<file path="src/rtl/dsp_sat_alu.sv">
module dsp_sat_alu #(
  parameter int GW = 8,
  parameter int FW = 32,
  parameter int IW = 16
) (
  input  logic              clk,
  input  logic              rst_n,
  input  logic              op_valid,
  input  logic [2:0]        opcode,
  input  logic              guard_en,
  input  logic              sat_en,
  input  logic              cond_en,
  input  logic [GW+FW-1:0]  a,
  input  logic [GW+FW-1:0]  b,
  output logic [GW+FW-1:0]  dst_q,
  output logic              dc_q
);
  localparam int W   = GW + FW;
  localparam int LW  = FW - IW;
  localparam int IWG = GW + IW;
  localparam logic [W-1:0] FMAX = {{(GW+1){1'b0}}, {(FW-1){1'b1}}};
  localparam logic [W-1:0] FMIN = {{(GW+1){1'b1}}, {(FW-1){1'b0}}};
  localparam logic [W-1:0] IMAX = {{(GW+1){1'b0}}, {(IW-1){1'b1}}, {LW{1'b0}}};
  localparam logic [W-1:0] IMIN = {{(GW+1){1'b1}}, {(IW-1){1'b0}}, {LW{1'b0}}};

  typedef enum logic [2:0] {
    OP_ADD, OP_SUB, OP_CMP, OP_INC, OP_DEC, OP_AND, OP_OR, OP_XOR
  } op_t;

  op_t op;
  assign op = op_t'(opcode);

  logic [W:0] fa, fb, fsum;
  assign fa   = guard_en ? {a[W-1], a} : {{(GW+1){a[FW-1]}}, a[FW-1:0]};
  assign fb   = guard_en ? {b[W-1], b} : {{(GW+1){b[FW-1]}}, b[FW-1:0]};
  assign fsum = (op == OP_ADD) ? fa + fb : fa - fb;

  logic f_ovf;
  assign f_ovf = !((&fsum[W:FW-1]) || !(|fsum[W:FW-1]));

  logic [W-1:0] f_wrap;
  assign f_wrap = guard_en ? fsum[W-1:0] : {{GW{fsum[FW-1]}}, fsum[FW-1:0]};

  logic [IWG:0] ia, isum;
  assign ia   = guard_en ? {a[W-1], a[W-1:LW]} : {{(GW+1){a[FW-1]}}, a[FW-1:LW]};
  assign isum = (op == OP_INC) ? ia + (IWG+1)'(1) : ia - (IWG+1)'(1);

  logic i_ovf;
  assign i_ovf = !((&isum[IWG:IW-1]) || !(|isum[IWG:IW-1]));

  logic [W-1:0] i_wrap;
  assign i_wrap = guard_en ? {isum[IWG-1:0], {LW{1'b0}}}
                           : {{GW{isum[IW-1]}}, isum[IW-1:0], {LW{1'b0}}};

  logic [IW-1:0] lr;
  always_comb begin
    case (op)
      OP_AND:  lr = a[FW-1:LW] & b[FW-1:LW];
      OP_OR:   lr = a[FW-1:LW] | b[FW-1:LW];
      default: lr = a[FW-1:LW] ^ b[FW-1:LW];
    endcase
  end

  logic [W-1:0] nxt_res;
  logic         nxt_dc, wr_res;
  always_comb begin
    nxt_res = '0;
    nxt_dc  = 1'b0;
    wr_res  = 1'b1;
    case (op)
      OP_ADD, OP_SUB: begin
        nxt_dc  = f_ovf;
        nxt_res = (sat_en && f_ovf) ? (fsum[W] ? FMIN : FMAX) : f_wrap;
      end
      OP_CMP: begin
        nxt_dc = !fsum[W];
        wr_res = 1'b0;
      end
      OP_INC, OP_DEC: begin
        nxt_dc  = i_ovf;
        nxt_res = (sat_en && i_ovf) ? (isum[IWG] ? IMIN : IMAX) : i_wrap;
      end
      default: begin
        nxt_dc  = (lr == '0);
        nxt_res = {{GW{1'b0}}, lr, {LW{1'b0}}};
      end
    endcase
  end

  logic go;
  assign go = op_valid && (!cond_en || dc_q);

  always_ff @(posedge clk or negedge rst_n) begin
    if (!rst_n) begin
      dst_q <= '0;
      dc_q  <= 1'b0;
    end else if (go) begin
      if (wr_res) dst_q <= nxt_res;
      if (!cond_en) dc_q <= nxt_dc;
    end
  end


  idle_hold_chk: assert property (@(posedge clk) disable iff (!rst_n)
    !op_valid |=> ($stable(dst_q) && $stable(dc_q)));


  cond_skip_chk: assert property (@(posedge clk) disable iff (!rst_n)
    (op_valid && cond_en && !dc_q) |=> ($stable(dst_q) && $stable(dc_q)));


  cond_flag_chk: assert property (@(posedge clk) disable iff (!rst_n)
    (op_valid && cond_en) |=> $stable(dc_q));


  cmp_nowrite_chk: assert property (@(posedge clk) disable iff (!rst_n)
    (op_valid && opcode == 3'd2) |=> $stable(dst_q));


  logic_shape_chk: assert property (@(posedge clk) disable iff (!rst_n)
    (op_valid && opcode >= 3'd5 && (!cond_en || dc_q))
    |=> (dst_q[LW-1:0] == '0 && dst_q[W-1:FW] == '0));


  sat_range_chk: assert property (@(posedge clk) disable iff (!rst_n)
    (op_valid && sat_en && opcode <= 3'd1 && (!cond_en || dc_q))
    |=> ((&dst_q[W-1:FW-1]) || !(|dst_q[W-1:FW-1])));
endmodule

</file>
<file path="config.mk">
export PLATFORM = sky130hd
export DESIGN_NAME = dsp_sat_alu
export DESIGN_NICKNAME = d
export VERILOG_FILES = /design/src/rtl/dsp_sat_alu.sv
export SDC_FILE = /design/constraint.sdc
export NUM_CORES = 1
export LEC_CHECK = 0
export ABC_AREA = 1
export BUFFER_PORTS_ARGS = -buffer_cell sky130_fd_sc_hd__buf_2
export CORE_ASPECT_RATIO = 0.8
export CORE_UTILIZATION = 35
export CTS_CLUSTER_SIZE = 40
export DETAILED_ROUTE_END_ITERATION = 6
export PLACE_DENSITY_LB_ADDON = 0.15
export RECOVER_POWER = 100
export SLEW_MARGIN = 40
export SYNTH_ARGS = -nofsm -noshare
export SYNTH_HDL_FRONTEND = slang
export SYNTH_SLANG_ARGS = --single-unit
</file>
<file path="constraint.sdc">
create_clock -name clk -period 4.18 [get_ports clk]
set_input_delay 0.627 -clock clk [delete_from_list [all_inputs] [get_ports clk]]
set_output_delay 0.627 -clock clk [all_outputs]
set_load 0.02 [all_outputs]
</file>
==> impl_metrics.csv <==
group,metric,value,unit
setup_path,crit_top_cell,"nand2_2",
floorplan,dieHeight,148,um
timing,worstMarginPinSlew,2.19,ns
finish,nets,2302,
flow_run,max_cap_violations,1,
floorplan,rows,53,
timing,finalClockSkew,0.00994,ns
route,antenna_left,0,
route,via_count,12300,
finish,final_cell_mix,"nand2_1, buf_4, inv_1, nor2_1, nand3_1",
timing,rsz0062_at_grt,"true",
setup_path,path_buf_inv,7,
worst_hold_path,min_from,"dst_q[14]",
logic_synthesis,yosysTopAreaCell,"nand2_1",
setup_path,crit_slowest_cell,"xor2_2",
pwr,seq_power_share,0.149,
route,wl_met2,15400,um
timing,hold_viol,0,
timing,worst_slack,-0.371,ns
pwr,p_clk_frac,0.109,
clock_network,cts_root_buf,"clkbuf_16",
logic_synthesis,yosysSeqAreaShare,0.110,
worst_hold_path,min_to,"dst_q[14]",
route,drt-met1-wl,21300,um
floorplan,fp.dieArea,27400,um^2
route,vias_per_cell,4.99,
logic_synthesis,synth_cell_types,50,
clock_network,clkSinkCount,41,
setup_path,cpPeakStageDelay,0.33,ns
placed_design,io_buffers,129,
setup_path,crit_path_end_kind,"register",
setup_path,r2r-end,"dst_q[15]",
finish,fin_util,0.539,
placed_design,gp_routability_congestion,1.02,
setup_path,cp_max_fo,8,
route,topRoutingLayerUsed,"met4",
pwr,p_switching,1.81,mW
finish,antennaDiodeCount,0,
route,drtIter0Drc,1031,
placed_design,dp_hpwl,34300,um
timing,fin_crit_sh,1.09,
grt,grt_max_degree,55,
timing,drv_slew,42,
placed_design,preCtsSetupSlack,-0.844,ns
clock_network,cts_buffers,5,
route,drt_wl_total,40600,um
finish,synthToLayoutAreaGrowth,51.4,%
timing,setup_viol,41,
pwr,switching_share,0.497,
floorplan,initial_core_util,0.356,
timing,relSlewSlack,-0.463,
logic_synthesis,synth-edff-count,0,
route,dr.pass1.iters,6,
clock_network,htreeDepth,2,
logic_synthesis,synthTopCellsByArea,"nand2_1, ha_1, dfrtp_1",
finish,layout-drive-gt1-share,0.328,
clock_network,clockBufferDepth,2,
logic_synthesis,ys_ff_latch,41,
clock_network,clk_pin_slew,0.06,ns
floorplan,coreArea,26300,um^2
setup_path,crit_type,"primary input to register",
logic_synthesis,synthDominantCellAreaShare,0.244,
logic_synthesis,synth_ff_type,"dfrtp_1",
setup_path,cp-start-kind,"primary input",
worst_hold_path,worstHoldPathCells,2,
timing,timing.fmax,220,MHz
logic_synthesis,syn-cell-area,9350,um^2
floorplan,die_width,185,um
finish,layout.cells.non_filler,2470,
logic_synthesis,yosys_warnings,0,
worst_hold_path,hold_path.class,"register to register",
setup_path,reg2reg_depth,7,
status,status,"finished, violations left",
pwr,peakVddDrop,0.176,mV
setup_path,reg2reg_setup_slack,1.86,ns
setup_path,r2r_start,"dc_q",
logic_synthesis,synthCells,1673,
grt,grtUsageTotal,0.290,
logic_synthesis,syn_area_per_cell,5.59,um^2
grt,grt_pass1_vias,11100,
clock_network,cts_tree,"built",
grt,grt_first_pass_wirelength,61500,um
grt,grt_antenna_before_repair,0,
placed_design,dp_cells,2425,
setup_path,required,4.35,ns
timing,period_needed,4.55,ns
pwr,p_leak,7.81,nW
pwr,internal_power,1.83,mW
status,violations,"max-capacitance violations, max-slew violations, negative setup slack",
route,route.detailed.drc,0,
floorplan,io_pins,130,
route,wl_per_cell,16.4,um
pwr,comb_power_share,0.742,
setup_path,critPathTopFamily,"simple AND/OR/NAND/NOR gates",
clock_network,insertion_delay,0.29,ns
pwr,p_total,3.64,mW
pwr,p_per_area,257,nW/um^2
setup_path,crit_arrival,4.73,ns
grt,overflow,0,
logic_synthesis,async_flop_share,1.00,
logic_synthesis,syn_nets,1863,
route,wl_met3,3170,um
finish,mostFrequentLayoutCell,"nand2_1",
==> synthesized netlist by cell type (all sizes together), types with 18 or more instances <==
master / instances
a21oi: 104
buf: 18
inv: 253
o21ai: 49
nor2: 162
xor2: 46
dfrtp: 41
nand4: 22
xnor2: 36
ha: 99
nand3: 129
nand2: 616
==> worst max-delay path by stage <==
stage,startpoint,endpoint,cells past startpoint
floorplan,b[1],dst_q[10],30
global placement,b[1],dst_q[14],31
detailed placement,b[1],dst_q[23],31
CTS,b[1],dst_q[7],32
global route,b[1],dst_q[8],32
finish,b[1],dst_q[11],31
==> routing by layer <==
layer / GRT usage / vias up
met5: 0 / -
met4: 0.0471 / 0
met3: 0.0353 / 36
met2: 0.395 / 467
met1: 0.474 / 5632
li1: - / 6189
==> logic make-up after synthesis <==
group / Yosys count / synth area share
AOI/OAI and AO/OA: 199 / 0.121
and+or+nand+nor: 963 / 0.433
xor gates and xnor gates: 82 / 0.0768
buffers and inverters: 287 / 0.122
DFF: 41 / 0.110
adders and majority gates: 101 / 0.137
==> stage by stage <==
stage                     instance area [um^2]  hold slack [ns]  TNS, ns
final                                    14100            0.479   -11.91
after global routing                     14100            0.499   -20.94
after CTS                                13300            0.340   -10.22
after detailed placement                 12600            0.460   -31.96
after global placement                   12600            0.460   -30.81
after floorplan                           9360            0.331        0
==> tightest hold or removal path, stage by stage (launching register included) <==
cell     delay, ns
dfrtp_1       0.34
nand2_1       0.05
nand2_1       0.05
==> power by group through the flow <==
stage	clock network (mW)	logic, mW	registers, mW
after floorplan	0	1.16	0.638
after global placement	0	2.31	0.542
after detailed placement	0	2.32	0.544
after CTS	0.404	2.45	0.538
after global routing	0.422	2.93	0.550
final	0.397	2.70	0.542
==> area by class of cell <==
cell class              count  area (um^2)
well taps                 357          447
flip-flops and latches     41         1030
repair inverters            1         8.76
clock buffers               6          139
clock inverters             2         13.8
inverters                 254          962
repair buffers            461         3270
multi-input cells        1348         8280
fillers                  2795        12100
==> sequential cells by signal (all words and copies together) (netlist names) <==
| name | cells |
|---|---|
| dst_q | 40 |
| dc_q | 1 |
==> what timing repair did <==
| action | in CTS | in global routing |
|---|---|---|
| setup endpoints to repair | 41 | 41 |
| hold buffers | 0 | 0 |
| gates resized for setup | 99 | 182 |
| setup buffers | 15 | 17 |
| gates cloned | 4 | 2 |
| pin swaps | 31 | 42 |
Note: power is estimated with default switching activity, not from simulation.
